==> config.mk <==
export PLATFORM = sky130hd
export DESIGN_NAME = tsc_timestamp
export DESIGN_NICKNAME = d
export VERILOG_FILES = /design/src/rtl/tsc_pkg.sv /design/src/rtl/tsc_cfg_reg.sv /design/src/rtl/tsc_prescaler.sv /design/src/rtl/tsc_accum.sv /design/src/rtl/tsc_timestamp.sv
export SDC_FILE = /design/constraint.sdc
export NUM_CORES = 1
export LEC_CHECK = 0
export BUFFER_PORTS_ARGS = -buffer_cell sky130_fd_sc_hd__buf_2
export CAP_MARGIN = 20
export CORE_MARGIN = 8
export CORE_UTILIZATION = 45
export DETAILED_ROUTE_END_ITERATION = 16
export PLACE_DENSITY = 0.64
export SLEW_MARGIN = 20
export SYNTH_ARGS = -nofsm -noshare
export SYNTH_HDL_FRONTEND = slang
export SYNTH_HIERARCHICAL = 1
export SYNTH_SLANG_ARGS = --single-unit
==> constraint.sdc <==
create_clock -name clk -period 5.95 [get_ports clk]
set_input_delay 0 -clock clk [delete_from_list [all_inputs] [get_ports clk]]
set_output_delay 0 -clock clk [all_outputs]
set_load 0.02 [all_outputs]
==> src/rtl/tsc_pkg.sv <==
package tsc_pkg;
    localparam int SRC_W   = 8;
    localparam int CFG_W   = 16;
    localparam int CLR_BIT = 8;

    localparam logic [SRC_W-1:0] SRC_NS = 8'd0;
    localparam logic [SRC_W-1:0] SRC_US = 8'd1;
    localparam logic [SRC_W-1:0] SRC_MS = 8'd2;

    typedef struct packed {
        logic [SRC_W-1:0] src;
        logic             clr;
    } cfg_t;
endpackage

==> src/rtl/tsc_cfg_reg.sv <==
module tsc_cfg_reg
    import tsc_pkg::*;
#(
    parameter int                ADDR_W  = 12,
    parameter logic [ADDR_W-1:0] CFG_OFS = 12'h600
) (
    input  logic             clk,
    input  logic             rst_n,
    input  logic             wr_en,
    input  logic [ADDR_W-1:0] addr,
    input  logic [CFG_W-1:0] wdata,
    output cfg_t             cfg,
    output logic             src_chg
);
    cfg_t cfg_d, cfg_q;
    logic hit;

    always_comb begin
        cfg_d   = cfg_q;
        hit     = wr_en && (addr == CFG_OFS);
        src_chg = 1'b0;
        if (hit) begin
            cfg_d.src = wdata[SRC_W-1:0];
            cfg_d.clr = wdata[CLR_BIT];
            src_chg   = (wdata[SRC_W-1:0] != cfg_q.src);
        end
    end

    always_ff @(posedge clk) begin
        if (!rst_n) cfg_q <= '0;
        else        cfg_q <= cfg_d;
    end

    assign cfg = cfg_q;
endmodule

==> src/rtl/tsc_prescaler.sv <==
module tsc_prescaler
    import tsc_pkg::*;
#(
    parameter int US_DIV = 50,
    parameter int MS_DIV = 50000
) (
    input  logic             clk,
    input  logic             rst_n,
    input  logic [SRC_W-1:0] src,
    input  logic             clr,
    input  logic             src_chg,
    output logic             tick,
    output logic             ns_mode
);
    localparam int DIV_W = $clog2(MS_DIV + 1);

    logic [DIV_W-1:0] div_d, div_q;
    logic [DIV_W-1:0] limit;
    logic             valid;

    always_comb begin
        case (src)
            SRC_NS:  limit = DIV_W'(1);
            SRC_US:  limit = DIV_W'(US_DIV);
            SRC_MS:  limit = DIV_W'(MS_DIV);
            default: limit = '0;
        endcase
        valid   = (limit != '0);
        ns_mode = (src == SRC_NS);
        tick    = valid && !clr && (div_q == limit - DIV_W'(1));
        if (clr || src_chg || !valid || tick) div_d = '0;
        else                                  div_d = div_q + DIV_W'(1);
    end

    always_ff @(posedge clk) begin
        if (!rst_n) div_q <= '0;
        else        div_q <= div_d;
    end
endmodule

==> src/rtl/tsc_accum.sv <==
module tsc_accum #(
    parameter int CNT_W   = 32,
    parameter int NS_STEP = 20
) (
    input  logic             clk,
    input  logic             rst_n,
    input  logic             tick,
    input  logic             ns_mode,
    input  logic             clr,
    output logic [CNT_W-1:0] cnt
);
    logic [CNT_W-1:0] cnt_d, cnt_q;
    logic [CNT_W-1:0] step;

    always_comb begin
        step = ns_mode ? CNT_W'(NS_STEP) : CNT_W'(1);
        if (clr)       cnt_d = '0;
        else if (tick) cnt_d = cnt_q + step;
        else           cnt_d = cnt_q;
    end

    always_ff @(posedge clk) begin
        if (!rst_n) cnt_q <= '0;
        else        cnt_q <= cnt_d;
    end

    assign cnt = cnt_q;
endmodule

==> src/rtl/tsc_timestamp.sv <==
module tsc_timestamp
    import tsc_pkg::*;
#(
    parameter int                ADDR_W  = 12,
    parameter int                DATA_W  = 32,
    parameter int                CNT_W   = 32,
    parameter int                NS_STEP = 20,
    parameter int                US_DIV  = 50,
    parameter int                MS_DIV  = 50000,
    parameter logic [ADDR_W-1:0] CFG_OFS = 12'h600,
    parameter logic [ADDR_W-1:0] CNT_OFS = 12'h602
) (
    input  logic              clk,
    input  logic              rst_n,
    input  logic              wr_en,
    input  logic [ADDR_W-1:0] addr,
    input  logic [15:0]       wdata,
    output logic [DATA_W-1:0] rdata
);
    cfg_t             cfg;
    logic             src_chg;
    logic             tick;
    logic             ns_mode;
    logic [CNT_W-1:0] cnt;

    tsc_cfg_reg #(.ADDR_W(ADDR_W), .CFG_OFS(CFG_OFS)) u_cfg (
        .clk(clk), .rst_n(rst_n), .wr_en(wr_en), .addr(addr),
        .wdata(wdata), .cfg(cfg), .src_chg(src_chg)
    );

    tsc_prescaler #(.US_DIV(US_DIV), .MS_DIV(MS_DIV)) u_pre (
        .clk(clk), .rst_n(rst_n), .src(cfg.src), .clr(cfg.clr),
        .src_chg(src_chg), .tick(tick), .ns_mode(ns_mode)
    );

    tsc_accum #(.CNT_W(CNT_W), .NS_STEP(NS_STEP)) u_acc (
        .clk(clk), .rst_n(rst_n), .tick(tick), .ns_mode(ns_mode),
        .clr(cfg.clr), .cnt(cnt)
    );

    always_comb begin
        rdata = '0;
        if (addr == CFG_OFS) begin
            rdata[SRC_W-1:0] = cfg.src;
            rdata[CLR_BIT]   = cfg.clr;
        end else if (addr == CNT_OFS) begin
            rdata[CNT_W-1:0] = cnt;
        end
    end
endmodule

### Yosys cells after proc, flatten, opt, wreduce, memory -nomap -nowiden

Cells that the tools add are included.

| operators by class | value |
|---|---|
| equal/unequal tests | 6 |
| reduce and logical (&&, ||, !) cells | 12 |
| add/sub/neg operators | 3 |
| muxes and demuxes | 6 |
| bitwise logic cells | 1 |

Operators with widths:

| cell | number |
|---|---|
| $pmux W16 S3 | 1 |
| $add A32 B32 Y32 | 1 |
| $mux W32 | 1 |
| $eq A12 B11 Y1 const B | 2 |
| $mux W23 | 1 |
| $add A16 B1 Y16 const B | 1 |
| $eq A16 B16 Y1 | 1 |
| $reduce_bool A16 Y1 | 1 |
| $sub A16 B1 Y16 const B | 1 |
| $mux W9 | 1 |
| $eq A8 B1 Y1 const B | 1 |
| $eq A8 B2 Y1 const B | 1 |
| $logic_not A8 Y1 | 1 |
| $ne A8 B8 Y1 | 1 |
| $mux W5 | 1 |
| $reduce_or A2 Y1 | 2 |
| $logic_and A1 B1 Y1 | 3 |
| $logic_or A1 B1 Y1 | 3 |
| $logic_not A1 Y1 | 2 |
| $mux W1 | 1 |
| $not A1 Y1 | 1 |

| storage, ports and cells | value |
|---|---|
| input bits | 31 |
| output and inout port bits | 32 |
| word-level logic and storage cells | 32 |
| register bits after elaboration | 57 |

### Longest topological paths before layout

| depth | value |
|---|---|
| depth in word-level cells | 7 |
| gate-level depth with buffers | 16 |
| gate-level depth less buffers | 14 |

### Modules after synthesis

The synthesis kept the hierarchy.

By module, submodules not included:

| module | cells each | sequential area each (um2) | area an instance (um2) | times used |
|---|---|---|---|---|
| tsc_accum | 191 | 640.6 | 1,641.6 | 1 |
| tsc_prescaler | 150 | 320.3 | 1,152.4 | 1 |
| tsc_timestamp | 83 | 0.0 | 730.7 | 1 |
| tsc_cfg_reg | 55 | 180.2 | 511.7 | 1 |

### Worst setup path before layout

Ideal clock, no wire load.

| path | value |
|---|---|
| kind | register to register |
| start point | register u_cfg.cfg_q, in the netlist u_cfg/cfg[4] |
| end point | register u_acc.cnt_q[30] (netlist: u_acc/cnt[30]) |
| setup slack | 1.538 ns |
| data arrival time | 4.342 ns |
| stages on the path, launching flop included | 16 |
| period minus slack after synthesis | 4.412 ns |
| data required time | 5.880 ns |
| setup time | 0.070 ns |
| buffers on the path | 3 |
| path through | dfxtp_1 -> or4_1 -> buf_2 -> or4_4 -> ha_1 -> o31ai_1 -> ha_1 -> xor2_1 -> nor4_1 -> nand3_1 -> nor4bb_1 -> clkbuf_1 -> nand4_1 -> clkbuf_1 -> or4_1 -> a21oi_1 |

| between the ends | value |
|---|---|
| word-level cells in the longest chain between the ends | 5 |
| elaborated cells between the ends (all ways) | 11 |
| those cells by class | add/sub: 2; eq/ne: 3; mux: 2; reduce/logical: 4 |

Ends and longest elaborated chain:

| element | line | RTL |
|---|---|---|
| start: declaration | tsc_cfg_reg.sv:15 | `cfg_t cfg_d, cfg_q;` |
| start signal: assignment | tsc_cfg_reg.sv:31 | `else cfg_q <= cfg_d;` |
| $eq A8 B2 Y1 (tied with other cells) | tsc_prescaler.sv:22 | `case (src)` |
| $pmux W16 S3 * | tsc_prescaler.sv:22 |  |
| $sub A16 B1 Y16 or $reduce_bool A16 Y1 (tied branches) | tsc_prescaler.sv:30, tsc_prescaler.sv:28 |  |
| $eq A16 B16 Y1 or $logic_and A1 B1 Y1 (tied branches) | tsc_prescaler.sv:30 | `tick = valid && !clr && (div_q == limit - DIV_W'(1));` |
| $logic_and A1 B1 Y1 * | tsc_prescaler.sv:30 |  |
| via tick | tsc_timestamp.sv:22 | `logic tick;` |
| end signal: assignment | tsc_accum.sv:24 | `else cnt_q <= cnt_d;` |
| end: declaration | tsc_accum.sv:12 | `logic [CNT_W-1:0] cnt_d, cnt_q;` |

Mark *: on every way through the listed nets, which the timed path passes. The rest lies on a longest branch.
A chain may end at the register's enable or synchronous reset.

### Worst setup path after layout

| path | value |
|---|---|
| start point | register u_cfg.cfg_q, in the netlist u_cfg/cfg[4] |
| end point | register u_acc.cnt_q[19] (netlist: u_acc/cnt[19]) |

Same word-level chain as after synthesis.

==> flow_metrics.py <==
metrics = {
    "run_status": {
        "status": "finished, final reports clean",
    },
    "power": {
        "p_leak_nw": 1.64,
        "peakVddDrop_mv": 0.114,
        "power_mw": 0.831,
        "powerDensity_mw_per_mm2": 184,
    },
    "die": {
        "initial_core_util_pct": 46.3,
        "core_mm2": 0.00872,
        "die_h_um": 111,
        "io_pins": 63,
        "std_cell_rows": 34,
        "chipWidth_um": 111,
        "die_area_mm2": 0.0123,
    },
    "clock_network": {
        "clockRootBuffer": "clkbuf_8",
        "post_cts_buffers": 0,
        "cts.htree.levels": 3,
        "cts_made_buffers": 9,
        "cts.clk_slew.worst_paths_ns": 0.07,
        "hold_buffers": 9,
        "cts.sinks": 57,
        "cts_buffer_depth": 2,
        "clock_latency_ns": 0.34,
        "cts_tree": "done",
        "cts_resized": 0,
    },
    "synthesis": {
        "yosysTopAreaCell": "dfxtp_1",
        "synth_ff_type": "dfxtp_1",
        "netlist_instances": 479,
        "yosysSeqAreaShare_pct": 28.3,
        "synth_top_area_share_pct": 28.3,
        "synthesis.nets": 517,
        "synthTopCellsByArea": "dfxtp_1 (28%), nor4_2 (8.7%), nand2_1 (6.7%)",
        "yosysWarnings": 6,
        "synth_edf_count": 0,
        "ys_types": 57,
        "synthArstFlopShare_pct": 0,
        "syn_area_mm2": 0.00404,
        "ys_seq_elements": 57,
        "syn_area_per_cell_um2": 8.43,
    },
    "finish": {
        "final_cells": 630,
        "num_antenna_cells": 0,
        "nets": 556,
        "final_util_pct": 51.9,
        "areaGrowthSynthToFinish_pct": 12.2,
        "drive_gt1_share_pct": 22.8,
    },
    "timing": {
        "holdWs_ns": 0.0993,
        "setup_viol": 0,
        "fin_crit_ns": 5.22,
        "fmax_mhz": 192,
        "slew_violations": 0,
        "fin_tns_setup_ns": 0,
        "worst_slew_pin_slew_ns": 1.10,
        "rsz0062_at_grt": "no",
        "finClkSkew_ns": 0.00903,
        "fin_crit_sh_pct": 87.7,
        "finalHoldViolCount": 0,
        "slew_headroom_pct": 26.9,
    },
    "drt": {
        "drtIter0Drc": 175,
        "antenna_left": 0,
        "num_vias": 3713,
        "routed_wl_um": 10200,
        "drt-vias-per-instance": 5.89,
        "dr.pass1.iters": 4,
        "remaining_drc_errors": 0,
        "wl_per_cell_um": 16.2,
    },
    "global_routing": {
        "grt_pass1_wl_um": 17300,
        "grt_use_total_pct": 16.5,
        "grt_max_degree": 34,
        "overflow": 0,
        "grt_antenna_before_repair": 0,
        "grt_pass1_vias": 3621,
    },
    "worst_setup_path": {
        "critPathKind": "flip-flop to flip-flop",
        "startpoint_type": "flip-flop",
        "worstPathArrival_ns": 5.49,
        "worst-r2r-cell-count": 14,
        "cp_max_fo": 19,
        "setup.worst_path.end_class": "flip-flop",
        "required_ns": 6.22,
    },
    "hold_path": {
        "hold_depth": 3,
        "hold_class": "input port to flip-flop",
    },
    "placed_design": {
        "io_buffers": 55,
        "place_inst": 606,
        "gp_congestion": 0.797,
        "place_hpwl_um": 7220,
    },
    "run": {
        "maxCapViolations": 0,
    },
}
where the power goes:
part           total (mW)  switching, mW  leakage [nW]  internal (mW)
Combinational      0.0735         0.0452          1.08         0.0283
Sequential          0.392        0.00573         0.460          0.386
Clock               0.366          0.153         0.102          0.213
Total               0.831          0.204          1.64          0.627
kinds of logic after synthesis:
logic type	share of synthesized area [%]
buf+inv	6.45
mux	5.73
compound gates	12.5
fa+ha+maj	2.17
simple gates	37.1
xor+xnor	7.81
flops	28.3
path summary, 6_finish.rpt:
check,slack (ns),to,start
worst max register to register,0.73,u_acc/cnt[19],u_cfg/cfg[4]
worst min-delay path,0.1,u_cfg/cfg[4],rst_n
worst min register to register,0.49,u_acc/cnt[31],u_acc/cnt[31]
worst max-delay path,0.73,u_acc/cnt[19],u_cfg/cfg[4]
Yosys cell counts, drive strengths merged (2+ instances only):
| master | count |
|---|---|
| a21oi | 33 |
| and3 | 9 |
| a211oi | 5 |
| and2 | 4 |
| or4 | 19 |
| xnor2 | 13 |
| inv | 5 |
| a32oi | 2 |
| o21ai | 11 |
| nor4 | 42 |
| ha | 7 |
| dfxtp | 57 |
| nor2b | 2 |
| and4 | 5 |
| xor2 | 23 |
| nand4 | 16 |
| mux2i | 22 |
| nand2 | 72 |
| nor4bb | 2 |
| o31ai | 17 |
| nor2 | 23 |
| o21a | 2 |
| buf | 20 |
| or3 | 7 |
| or4b | 3 |
| nand2b | 2 |
| nor3 | 5 |
| nand3 | 16 |
| clkbuf | 20 |
through the flow:
step,setup WS (ns),instance area [um^2]
finish,0.733,4530
global route,0.414,4530
CTS,0.762,4530
detailed placement,0.804,4240
global placement,0.939,4240
floorplan,1.54,4040
cell type report:
cell class | instances | area [um^2]
fillers | 846 | 4190
multi-input cells | 377 | 2640
flip-flops and latches | 57 | 1140
repair buffers | 68 | 395
clock buffers | 12 | 155
well taps | 108 | 135
clock inverters | 3 | 40.0
inverters | 5 | 18.8
registers in the layout (all words and copies together) (netlist names):
| name | cells |
|---|---|
| u_acc/cnt | 32 |
| u_cfg/cfg | 9 |
| u_pre/div_q | 16 |
layout by cell type, fill, tap and decap left out, types with 5 or more instances in the layout:
cell type	n
nand2_1	72
dfxtp_1	57
buf_2	55
a21oi_1	33
nor4_2	28
nor2_1	23
xor2_1	23
mux2i_1	22
o31ai_1	17
or4_1	17
nand3_1	16
nand4_1	16
xnor2_1	13
nor4_1	11
clkbuf_8	11
o21ai_0	11
dlygate4sd3_1	9
and3_1	8
or3_1	7
ha_1	7
inv_1	5
nor3_1	5
worst max-delay path, stage by stage (launching register included):
cell      delay (ns)
dfxtp_1         0.36
or4_1           0.67
or4_4           0.55
ha_1            0.30
xnor2_1         0.35
and3_1          0.20
o21ai_0         0.08
a22oi_1         0.19
buf_4           0.23
nor4bb_2        0.30
buf_4           0.23
and3_1          0.22
nand4_1         0.59
or4_1           0.71
a21oi_1         0.16
metal layers:
| metal | vias to the layer above | wire [um] | track usage [%] |
|---|---|---|---|
| met5 | - | 0 | 0 |
| met4 | 0 | 112 | 5.86 |
| met3 | 8 | 383 | 4.38 |
| met2 | 65 | 5190 | 28.9 |
| met1 | 1784 | 4490 | 18.8 |
| li1 | 1856 | - | - |
(Power assumes the default switching activity.)
